File: src/rtl/adc_fmt_pkg.sv
package adc_fmt_pkg;
   localparam int TP_SEL_W = 3;

   typedef enum logic [TP_SEL_W-1:0] {
      TP_ZERO    = 3'b000,
      TP_ONES    = 3'b001,
      TP_TOGGLE  = 3'b010,
      TP_CHECKER = 3'b100
   } tp_sel_e;
endpackage

File: src/rtl/adc_fmt_encode.sv
module adc_fmt_encode #(
   parameter int W = 14
) (
   input  logic [W-1:0] raw,
   input  logic         twos,
   input  logic         rnd,
   input  logic         abp,
   output logic [W-1:0] coded
);
   logic [W-1:0] s_sign;
   logic [W-1:0] s_rand;

   for (genvar i = 0; i < W; i++) begin : g_bit
      if (i == W-1) begin : g_msb
         assign s_sign[i] = raw[i] ^ twos;
      end else begin : g_low
         assign s_sign[i] = raw[i];
      end

      if (i == 0) begin : g_key
         assign s_rand[i] = s_sign[0];
      end else begin : g_scr
         assign s_rand[i] = s_sign[i] ^ (rnd & s_sign[0]);
      end

      if (i % 2 == 1) begin : g_odd
         assign coded[i] = s_rand[i] ^ abp;
      end else begin : g_even
         assign coded[i] = s_rand[i];
      end
   end
endmodule

File: src/rtl/adc_fmt_pattern.sv
module adc_fmt_pattern
   import adc_fmt_pkg::*;
#(
   parameter int W = 14
) (
   input  logic                clk,
   input  logic                rst_n,
   input  logic                adv,
   input  logic                en,
   input  logic [TP_SEL_W-1:0] sel,
   output logic [W-1:0]        pat_data,
   output logic                pat_ovf
);
   localparam int PW = W + 1;

   logic          phase_q;
   logic [PW-1:0] checker_a;
   logic [PW-1:0] word;

   for (genvar i = 0; i < PW; i++) begin : g_chk
      assign checker_a[i] = (i % 2 == 0);
   end

   always_ff @(posedge clk) begin
      if (!rst_n || !en) begin
         phase_q <= 1'b0;
      end else if (adv) begin
         phase_q <= ~phase_q;
      end
   end

   always_comb begin
      case (sel)
         TP_ZERO:    word = '0;
         TP_ONES:    word = '1;
         TP_TOGGLE:  word = phase_q ? '1 : '0;
         TP_CHECKER: word = phase_q ? ~checker_a : checker_a;
         default:    word = '0;
      endcase
   end

   assign pat_ovf  = word[PW-1];
   assign pat_data = word[W-1:0];
endmodule

File: src/rtl/adc_out_formatter.sv
module adc_out_formatter
   import adc_fmt_pkg::*;
#(
   parameter int W = 14
) (
   input  logic                clk,
   input  logic                rst_n,
   input  logic                in_valid,
   input  logic [W-1:0]        in_data,
   input  logic                in_ovf,
   input  logic                cfg_twos,
   input  logic                cfg_rand,
   input  logic                cfg_abp,
   input  logic                cfg_test_en,
   input  logic [TP_SEL_W-1:0] cfg_test_sel,
   output logic                out_valid,
   output logic [W-1:0]        out_data,
   output logic                out_ovf
);
   if (W < 2) begin : g_bad_width
      $error("adc_out_formatter: W must be at least 2");
   end

   logic [W-1:0] coded;
   logic [W-1:0] pat_data;
   logic         pat_ovf;
   logic [W-1:0] nxt_data;
   logic         nxt_ovf;

   adc_fmt_encode #(.W(W)) u_enc (
      .raw   (in_data),
      .twos  (cfg_twos),
      .rnd   (cfg_rand),
      .abp   (cfg_abp),
      .coded (coded)
   );

   adc_fmt_pattern #(.W(W)) u_pat (
      .clk      (clk),
      .rst_n    (rst_n),
      .adv      (in_valid),
      .en       (cfg_test_en),
      .sel      (cfg_test_sel),
      .pat_data (pat_data),
      .pat_ovf  (pat_ovf)
   );

   assign nxt_data = cfg_test_en ? pat_data : coded;
   assign nxt_ovf  = cfg_test_en ? pat_ovf  : in_ovf;

   always_ff @(posedge clk) begin
      if (!rst_n) begin
         out_valid <= 1'b0;
         out_data  <= '0;
         out_ovf   <= 1'b0;
      end else begin
         out_valid <= in_valid;
         if (in_valid) begin
            out_data <= nxt_data;
            out_ovf  <= nxt_ovf;
         end
      end
   end
endmodule

File: config.mk
export PLATFORM = sky130hd
export DESIGN_NAME = adc_out_formatter
export DESIGN_NICKNAME = d
export VERILOG_FILES = /design/src/rtl/adc_fmt_pkg.sv /design/src/rtl/adc_fmt_encode.sv /design/src/rtl/adc_fmt_pattern.sv /design/src/rtl/adc_out_formatter.sv
export SDC_FILE = /design/constraint.sdc
export NUM_CORES = 1
export LEC_CHECK = 0
export BUFFER_PORTS_ARGS = -buffer_cell sky130_fd_sc_hd__buf_2
export CAP_MARGIN = 20
export CORE_MARGIN = 2
export CORE_UTILIZATION = 54
export CTS_BUF_LIST = sky130_fd_sc_hd__clkbuf_2 sky130_fd_sc_hd__clkbuf_4 sky130_fd_sc_hd__clkbuf_8
export DETAILED_ROUTE_END_ITERATION = 7
export PLACE_DENSITY = 0.86
export SYNTH_ARGS = -nofsm -noshare
export SYNTH_HDL_FRONTEND = slang
export SYNTH_HIERARCHICAL = 1
export SYNTH_SLANG_ARGS = --single-unit
File: constraint.sdc
create_clock -name clk -period 2.8 [get_ports clk]
set_input_delay 0.28 -clock clk [delete_from_list [all_inputs] [get_ports clk]]
set_output_delay 0.28 -clock clk [all_outputs]
set_load 0.005 [all_outputs]
==> impl_metrics.py, run 1 <==
metrics = {
    "pwr": {
        "power_density_nw_per_um2": 448,
        "switching_share_pct": 25.7,
        "combPwrFrac_pct": 25.5,
        "internal-power_mw": 0.404,
        "power_switching_mw": 0.140,
        "p_seq_share_pct": 49.5,
        "leakage_nw": 0.628,
        "clockPowerShare_pct": 25.0,
        "ir_worst_vdd_mv": 0.269,
        "total_power_mw": 0.543,
    },
    "synthesis": {
        "synth_cell_type_count": 21,
        "ys.flop_type": "dfxtp_1",
        "syn_inst": 110,
        "async_flop_share_pct": 0,
        "yosysSeqAreaShare_pct": 30.5,
        "yosysMostFrequentCell": "dfxtp_1",
        "ys_top_cells_by_area": "dfxtp_1 (31%), xnor3_1 (14%), mux2i_1 (13%), buf_4 (9.4%), a21oi_1 (6.7%)",
        "syn_area_per_cell_um2": 10.1,
        "syn_area_um2": 1110,
        "ys_seq_elements": 17,
        "syn_nets": 135,
        "synth_common_cells": "dfxtp_1 (17), a21oi_1 (15), mux2i_1 (15), o21ai_0 (15), buf_4 (14)",
        "synth_top_area_share_pct": 30.5,
        "synth-edff-count": 0,
        "yosys_warnings": 6,
        "synth_area_leader_cell": "dfxtp_1",
    },
    "cells_and_area": {
        "nFillCells": 173,
        "register_area_um2": 340,
        "drive_above_1_share_pct": 33.8,
        "stdcell_area_um2": 1210,
        "multi_input_area_um2": 601,
        "utilization_pct": 61.8,
        "nNetsFinal": 159,
        "area_growth_pct": 8.75,
        "final_cells": 160,
        "diodes": 0,
    },
    "clock_network": {
        "post_cts_buffers": 0,
        "cts_resized": 0,
        "cts_buffers": 3,
        "htreeDepth": 1,
        "clkSlewWorstSetupHoldPaths_ns": 0.09,
        "holdBufCountCts": 0,
        "worst_skew_pair.late_latency_ns": 0.28,
        "clock-sinks": 17,
        "cts_tree": "yes",
        "clock_path_buffers": 2,
        "cts_root_buf": "clkbuf_4",
    },
    "sta": {
        "final.setup.tns_ns": 0,
        "slew_violations": 0,
        "rsz0062_at_grt": "no",
        "fmax_ghz": 0.725,
        "period_needed_ns": 1.38,
        "setup_viol": 0,
        "hold_viol": 0,
        "timing.final.crit_share_pct": 49.3,
        "fin_skew_ns": 0.00106,
        "worstMarginPinSlew_ns": 0.472,
        "slew_headroom_pct": 68.5,
    },
    "grt": {
        "grt_pass1_vias": 707,
        "track_usage_pct": 16.0,
        "grt_overflow": 0,
        "antenna_found_initial": 0,
        "grt_start_max_net_pins": 33,
        "grt_pass1_wl_mm": 3.02,
    },
    "setup_path": {
        "worst_setup_path_start_kind": "flip-flop",
        "criticalPathCategory": "flip-flop to flip-flop",
        "cpPeakStageDelay_ns": 0.50,
        "cp.arrival_ns": 1.53,
        "end_kind": "flip-flop",
        "critPathRequiredTime_ns": 2.95,
        "reg2regPathDepth": 4,
        "worstPathCellList": "nor4b_1 > or3_1 > mux2i_1 > a21oi_1",
        "crit_slowest_cell": "or3_1",
        "cp_max_fo": 8,
    },
    "die": {
        "fp-row-count": 16,
        "die_h_um": 49.4,
        "start_util_pct": 56.8,
        "fp.dieW_um": 49.4,
        "pin_count": 41,
        "fp.dieArea_um2": 2440,
        "fp.coreArea_um2": 1960,
    },
    "detailed_routing": {
        "ant_nets": 0,
        "first_pass_iters": 3,
        "vias": 797,
        "drt-initial-drc-count": 2,
        "drc": 0,
        "avgRoutedWirePerCell_um": 11.3,
        "vias_per_cell": 4.98,
        "wirelength_mm": 1.81,
    },
    "placed_design": {
        "io_buffer_count": 40,
        "placed_cells": 156,
        "place_area_um2": 1180,
        "gp_congestion": 0.703,
        "dp_hpwl_mm": 1.37,
    },
    "flow_run": {
        "maxCapViolCount": 0,
    },
    "worst_hold_path": {
        "min_path_cells": 3,
        "min_path_type": "primary input to flip-flop",
    },
    "run_status": {
        "status": "completed",
    },
}
[final timing paths]
path	from	endpoint	slack, ns
worst min-delay path	in_ovf	out_ovf$_SDFFE_PN0P_	0.29
worst min register to register	out_data[12]$_SDFFE_PN0P_	out_data[12]$_SDFFE_PN0P_	0.53
worst max-delay path	u_pat/phase_q$_SDFFE_PP0P_	out_data[10]$_SDFFE_PN0P_	1.42
worst max register to register	u_pat/phase_q$_SDFFE_PP0P_	out_data[10]$_SDFFE_PN0P_	1.42
[critical path, delay by kind of cell (launching register included)]
family,cells,cell delay [ns]
compound gates,1,0.09
simple gates,2,0.57
mux,1,0.20
flops,1,0.40
[per-layer routing]
layer  routed length, um  vias to the layer above  track usage [%]  part of all wire, %
met3                  98                        4             2.45                  5.4
met5                   0                        -                0                    0
li1                    -                      419                -                    -
met4                  30                        0             8.33                  1.7
met1                 787                      352             16.7                   43
met2                 895                       22             30.4                   49
[cells by family (layout without fill, tap and decap cells)]
group                     count (synthesis)  count (layout)  synth area share (%)
DFF                                      17              17                  30.5
muxes                                    15              15                  13.5
xor gates and xnor gates                 16              16                  21.2
and+or+nand+nor                           8               8                  4.94
AOI/OAI and AO/OA                        31              31                  14.3
buffers and inverters                    23              46                  15.6
[area by class of cell]
cell class	count	share of cell area (%)
multi-input combinational	70	49.5
sequential	17	28.1
timing repair buffer	40	16.5
tap	27	2.79
clock buffer	4	2.48
inverter	2	0.619
[layout by cell type (no fill, tap or decap)]
cell type / count
clkbuf_4: 4
a21oi_1: 15
xnor3_1: 7
mux2i_1: 15
xor2_1: 2
or3_1: 1
inv_1: 2
buf_2: 40
and2_1: 2
xnor2_1: 7
nor4b_1: 1
nand2_1: 1
dfxtp_1: 17
o21ai_0: 15
nor3b_1: 1
and3_1: 1
a31o_2: 1
nor4bb_1: 1
[through the flow]
step	hold WS (ns)	worst slack (ns)
after CTS	0.287	1.41
after global routing	0.332	1.32
after floorplan	0.418	1.46
after global placement	0.508	1.38
after detailed placement	0.510	1.33
final	0.288	1.42
[flip-flops by register name, summed over array words and instances, names as in the netlist]
name,cells
out_data,14
out_ovf,1
out_valid,1
u_pat/phase_q,1
[power by group through the flow]
| stage | combinational [mW] | sequential (mW) | clock, mW |
|---|---|---|---|
| floorplan | 0.114 | 0.275 | 0 |
| global placement | 0.137 | 0.274 | 0 |
| detailed placement | 0.140 | 0.274 | 0 |
| CTS | 0.140 | 0.269 | 0.141 |
| global route | 0.153 | 0.271 | 0.154 |
| finish | 0.139 | 0.269 | 0.136 |
Power figures use the tool's default switching activity.
==> run 2: changes to the inputs <==
--- a/config.mk
+++ b/config.mk
@@ -8,10 +8,10 @@
 export BUFFER_PORTS_ARGS = -buffer_cell sky130_fd_sc_hd__buf_2
 export CAP_MARGIN = 20
 export CORE_MARGIN = 2
-export CORE_UTILIZATION = 54
+export CORE_UTILIZATION = 51
 export CTS_BUF_LIST = sky130_fd_sc_hd__clkbuf_2 sky130_fd_sc_hd__clkbuf_4 sky130_fd_sc_hd__clkbuf_8
 export DETAILED_ROUTE_END_ITERATION = 7
-export PLACE_DENSITY = 0.86
+export PLACE_DENSITY = 0.82
 export SYNTH_ARGS = -nofsm -noshare
 export SYNTH_HDL_FRONTEND = slang
 export SYNTH_HIERARCHICAL = 1
==> constraint.sdc (replaced) <==
create_clock -name clk -period 1.3 [get_ports clk]
set_input_delay 0.13 -clock clk [delete_from_list [all_inputs] [get_ports clk]]
set_output_delay 0.13 -clock clk [all_outputs]
set_load 0.005 [all_outputs]
==> run 2 against run 1 <==
  * Hold slack lost 0.14 ns
  * Clock-buffer cell count shrank 1
  * Final cell count grew 0.63%
  * Clock skew grew 0.0011 ns
  * Die area grew 5.4%
  * Sequential share of layout area shrank 0.30 points
  * Critical endpoint is now out_data[0]$_SDFFE_PN0P_
==> impl_metrics.py, run 2 (same netlist as run 1, synthesis figures left out) <==
metrics = {
    "run_status": {
        "status": "completed",
    },
    "die": {
        "start_util_pct": 55.7,
        "fp.dieW_um": 50.8,
        "fp.coreArea_um2": 2000,
        "die_h_um": 50.8,
        "fp.dieArea_um2": 2580,
        "pin_count": 41,
        "fp-row-count": 16,
    },
    "setup_path": {
        "criticalPathCategory": "flip-flop to flip-flop",
        "worstPathCellList": "nor4b_2 > or3_4 > mux2i_1 > a21oi_1",
        "cp_max_fo": 8,
        "cpPeakStageDelay_ns": 0.43,
        "critPathRequiredTime_ns": 1.47,
        "cp.arrival_ns": 1.42,
        "worst_setup_path_start_kind": "flip-flop",
        "crit_slowest_cell": "or3_4",
        "end_kind": "flip-flop",
    },
    "sta": {
        "rsz0062_at_grt": "yes",
        "slew_headroom_pct": 69.3,
        "timing.final.crit_share_pct": 95.9,
        "setup_viol": 0,
        "final.setup.tns_ns": 0,
        "fmax_ghz": 0.802,
        "fin_skew_ns": 0.00216,
        "hold_viol": 0,
        "slew_violations": 0,
        "period_needed_ns": 1.25,
        "worstMarginPinSlew_ns": 0.460,
    },
    "cells_and_area": {
        "diodes": 0,
        "final_cell_mix": "buf_2 (40), dfxtp_1 (16), mux2i_1 (15), o21ai_0 (15), a21oi_1 (15)",
        "utilization_pct": 61.4,
        "largest_reg_flops": 14,
        "stdcell_area_um2": 1230,
        "nNetsFinal": 160,
        "area_growth_pct": 10.3,
        "final_common_cell": "buf_2",
        "nFillCells": 191,
        "drive_above_1_share_pct": 36.6,
        "largest_register": "out_data",
        "final_cells": 161,
    },
    "clock_network": {
        "clock-sinks": 17,
        "clkSlewWorstSetupHoldPaths_ns": 0.10,
        "holdBufCountCts": 0,
        "cts_buffers": 3,
        "clock_path_buffers": 2,
        "cts_root_buf": "clkbuf_4",
        "cts_tree": "yes",
        "worst_skew_pair.late_latency_ns": 0.29,
        "post_cts_buffers": 0,
        "htreeDepth": 1,
    },
    "detailed_routing": {
        "avgRoutedWirePerCell_um": 12.3,
        "drc": 0,
        "wirelength_mm": 1.98,
        "first_pass_iters": 2,
        "vias_per_cell": 5.06,
        "ant_nets": 0,
        "vias": 815,
        "drt-initial-drc-count": 5,
    },
    "worst_hold_path": {
        "min_path_type": "primary input to flip-flop",
    },
    "grt": {
        "grt_start_max_net_pins": 33,
        "track_usage_pct": 17.0,
        "antenna_found_initial": 0,
        "grt_pass1_wl_mm": 3.28,
        "grt_overflow": 0,
        "grt_pass1_vias": 805,
    },
    "placed_design": {
        "place_area_um2": 1190,
        "io_buffer_count": 40,
        "gp_congestion": 0.714,
        "dp_hpwl_mm": 1.48,
        "placed_cells": 157,
    },
    "pwr": {
        "power_density_nw_per_um2": 953,
        "leakage_nw": 0.633,
        "ir_worst_vdd_mv": 0.574,
    },
    "flow_run": {
        "maxCapViolCount": 0,
    },
}
-- run 2: area by class of cell --
type | count | area [um^2] | area share (%)
Timing Repair Buffer | 41 | 208 | 16.9
Clock inverter | 1 | 5.00 | 0.407
Clock buffer | 3 | 22.5 | 1.83
Multi-Input combinational cell | 70 | 612 | 49.7
Sequential cell | 17 | 342 | 27.8
Inverter | 2 | 7.51 | 0.610
Tap cell | 27 | 33.8 | 2.75
-- run 2: worst max-delay path, delay by kind of cell, from the launching register on --
family          cells  cell delay, ns
mux                 1            0.18
compound gates      1            0.08
simple gates        2            0.48
flops               1            0.38
-- run 2: layer usage --
metal,up-vias,global-route usage (%),wire length [um]
met5,-,0,0
met4,0,10.4,39
met3,4,3.27,116
met2,25,32.7,1040
met1,365,16.4,781
li1,421,-,-
-- run 2: what timing repair did --
item,in CTS,in global routing
endpoints found under the setup margin,0,8
gates resized for setup,0,2
endpoints found under the hold margin,0,0
-- run 2: metrics by stage --
step | total power [mW] | setup WS, ns | hold slack [ns]
2_1_floorplan | 0.840 | 0.0252 | 0.268
3_3_place_gp | 0.889 | 0.0754 | 0.438
3_5_place_dp | 0.899 | 0.0343 | 0.456
4_1_cts | 1.19 | 0.00458 | 0.148
5_1_grt | 1.25 | -0.0121 | 0.175
6_report | 1.17 | 0.0536 | 0.152
-- run 2: path summary, 6_finish.rpt --
kind                         startpoint                        to  slack, ns  depth (start not counted)
max reg2reg  u_pat/phase_q$_SDFFE_PP0P_  out_data[0]$_SDFFE_PN0P_       0.05                          4
min                              in_ovf      out_ovf$_SDFFE_PN0P_       0.15                          3
min reg2reg    out_data[2]$_SDFFE_PN0P_  out_data[2]$_SDFFE_PN0P_       0.52                          2
max          u_pat/phase_q$_SDFFE_PP0P_  out_data[0]$_SDFFE_PN0P_       0.05                          4
-- run 2: power breakdown --
part / switching [mW] / internal [mW]
logic: 0.133 / 0.174
clock network: 0.172 / 0.114
registers: 0.0182 / 0.561
==> run 3: changes to the inputs <==
--- a/config.mk
+++ b/config.mk
@@ -11,7 +11,7 @@
 export CORE_UTILIZATION = 51
 export CTS_BUF_LIST = sky130_fd_sc_hd__clkbuf_2 sky130_fd_sc_hd__clkbuf_4 sky130_fd_sc_hd__clkbuf_8
 export DETAILED_ROUTE_END_ITERATION = 7
-export PLACE_DENSITY = 0.82
+export PLACE_DENSITY_LB_ADDON = 0.12
 export SYNTH_ARGS = -nofsm -noshare
 export SYNTH_HDL_FRONTEND = slang
 export SYNTH_HIERARCHICAL = 1
==> run 3 against run 2 <==
  * Critical path depth is the same
  * Fmax up 3.2%
  * Final cell count increased by 1.2%
  * Setup slack improved by 0.038 ns
  * Largest cell class unchanged
  * Sequential share of layout area fell by 0.53 points
  * Largest power group unchanged
  * Register-to-register slack better by 0.04 ns
==> impl_metrics.py, run 3 (same netlist as run 1, synthesis figures left out) <==
metrics = {
    "run_status": {
        "status": "completed",
    },
    "setup_path": {
        "reg2regPathDepth": 4,
        "cp_max_fo": 8,
        "r2r_start": "u_pat/phase_q$_SDFFE_PP0P_",
        "end_kind": "flip-flop",
        "criticalPathCategory": "flip-flop to flip-flop",
        "critPathRequiredTime_ns": 1.46,
        "rr_endpoint": "out_data[2]$_SDFFE_PN0P_",
        "r2r_setup_slack_ns": 0.09,
        "worst_setup_path_start_kind": "flip-flop",
        "cp.arrival_ns": 1.36,
    },
    "grt": {
        "grt_pass1_wl_mm": 3.37,
        "use_met1_pct": 20.7,
        "track_usage_pct": 17.1,
        "use_met2_pct": 30.9,
        "top_usage_layer": "met2",
        "grt_overflow": 0,
        "grt_pass1_vias": 766,
        "antenna_found_initial": 0,
        "grt.met3_usage_pct": 1.79,
        "grt_start_max_net_pins": 33,
    },
    "clock_network": {
        "clkSlewWorstSetupHoldPaths_ns": 0.09,
        "cts_buffers": 3,
        "holdBufCountCts": 0,
        "clock-sinks": 17,
        "htreeDepth": 1,
        "worst_skew_pair.late_latency_ns": 0.28,
        "clock_path_buffers": 2,
        "cts_root_buf": "clkbuf_4",
        "cts_tree": "yes",
    },
    "die": {
        "die_h_um": 50.8,
        "fp.dieArea_um2": 2580,
        "pin_count": 41,
        "fp.dieW_um": 50.8,
        "fp.coreArea_um2": 2000,
        "start_util_pct": 55.7,
        "fp-row-count": 16,
    },
    "pwr": {
        "power_switching_mw": 0.310,
        "total_power_mw": 1.19,
        "leakage_nw": 0.646,
        "clockPowerShare_pct": 24.8,
        "switching_share_pct": 26.0,
        "internal-power_mw": 0.881,
        "ir_worst_vdd_mv": 0.779,
        "combPwrFrac_pct": 26.7,
        "p_seq_share_pct": 48.5,
        "power_density_nw_per_um2": 950,
    },
    "sta": {
        "final.setup.tns_ns": 0,
        "setup_viol": 0,
        "fin_skew_ns": 0.000941,
        "period_needed_ns": 1.21,
        "holdWs_ns": 0.157,
        "slew_violations": 0,
        "hold_viol": 0,
        "slew_headroom_pct": 69.6,
        "timing.final.crit_share_pct": 92.9,
        "fmax_ghz": 0.828,
        "worstMarginPinSlew_ns": 0.456,
    },
    "cells_and_area": {
        "nNetsFinal": 162,
        "largest_register": "out_data",
        "area_growth_pct": 12.5,
        "final_common_cell": "buf_2",
        "largest_reg_flops": 14,
        "drive_above_1_share_pct": 36.8,
        "diodes": 0,
        "final_cell_mix": "buf_2 (40), dfxtp_1 (16), mux2i_1 (15), o21ai_0 (15), a21oi_1 (15)",
        "final_cells": 163,
    },
    "detailed_routing": {
        "drt-initial-drc-count": 3,
        "vias_per_cell": 5.11,
        "first_pass_iters": 3,
        "wirelength_mm": 2.01,
        "avgRoutedWirePerCell_um": 12.3,
        "drc": 0,
        "vias": 833,
        "ant_nets": 0,
    },
    "placed_design": {
        "io_buffer_count": 40,
        "placed_cells": 158,
        "gp_congestion": 0.782,
        "dp_hpwl_mm": 1.49,
    },
    "worst_hold_path": {
        "min_to": "out_ovf$_SDFFE_PN0P_",
        "min_path_cells": 3,
        "min_path_type": "primary input to flip-flop",
        "hp-start": "in_ovf",
    },
    "flow_run": {
        "maxCapViolCount": 0,
    },
}
[run 3: changes by cell type in the layout (fill, tap and decap cells not counted), sizes merged]
cell	delta
clkinv	-1
clkbuf	+1
buf	+2
[run 3: worst max-delay path by stage]
stage | start | endpoint | slack, ns | cells past startpoint
2_1_floorplan | u_pat/phase_q$_SDFFE_PP0P_ | out_data[10]$_SDFFE_PN0P_ | 0.03 | 5
3_3_place_gp | u_pat/phase_q$_SDFFE_PP0P_ | out_data[2]$_SDFFE_PN0P_ | 0.08 | 4
3_5_place_dp | u_pat/phase_q$_SDFFE_PP0P_ | out_data[2]$_SDFFE_PN0P_ | 0.04 | 4
4_1_cts | u_pat/phase_q$_SDFFE_PP0P_ | out_data[2]$_SDFFE_PN0P_ | 0.02 | 4
5_1_grt | u_pat/phase_q$_SDFFE_PP0P_ | out_data[6]$_SDFFE_PN0P_ | -0.0007 | 4
6_report | u_pat/phase_q$_SDFFE_PP0P_ | out_data[2]$_SDFFE_PN0P_ | 0.09 | 4
[run 3: power groups by stage]
stage	clock network, mW	registers (mW)	logic, mW
2_1_floorplan	0	0.593	0.247
3_3_place_gp	0	0.589	0.311
3_5_place_dp	0	0.591	0.318
4_1_cts	0.307	0.579	0.319
5_1_grt	0.332	0.585	0.351
6_report	0.295	0.578	0.318
[run 3: per-stage QoR]
| stage | worst slack, ns | area (um^2) | utilization, % |
|---|---|---|---|
| 3_5_place_dp | 0.0442 | 1210 | 60.7 |
| 5_1_grt | -0.000737 | 1250 | 62.6 |
| 4_1_cts | 0.0159 | 1240 | 62.2 |
| 3_3_place_gp | 0.0788 | 1210 | 60.7 |
| 2_1_floorplan | 0.0252 | 1120 | - |
| 6_report | 0.0921 | 1250 | 62.6 |
[run 3: cell type report]
type	instances	area [um^2]
multi-input combinational	70	606
inverter	2	7.51
timing repair buffer	43	235
tap	27	33.8
fill	178	748
clock buffer	4	30.0
sequential	17	342
[run 3: worst max-delay path, cell delays in order (launching register included)]
cell	delay [ns]
dfxtp_2	0.34
nor4bb_1	0.12
or3_4	0.38
mux2i_1	0.16
a21oi_1	0.08
[run 3: timing repair]
| action | 4_1_cts | 5_1_grt |
|---|---|---|
| endpoints found under the setup margin | 0 | 8 |
| resized for setup | 0 | 1 |
| buffers inserted | 0 | 1 |
[run 3: per-layer routing]
| metal | wire [um] | up-vias | share of wire, % |
|---|---|---|---|
| met4 | 19 | 0 | 0.94 |
| met1 | 921 | 384 | 46 |
| met3 | 87 | 2 | 4.3 |
| met5 | 0 | - | 0 |
| li1 | - | 424 | - |
| met2 | 985 | 23 | 49 |
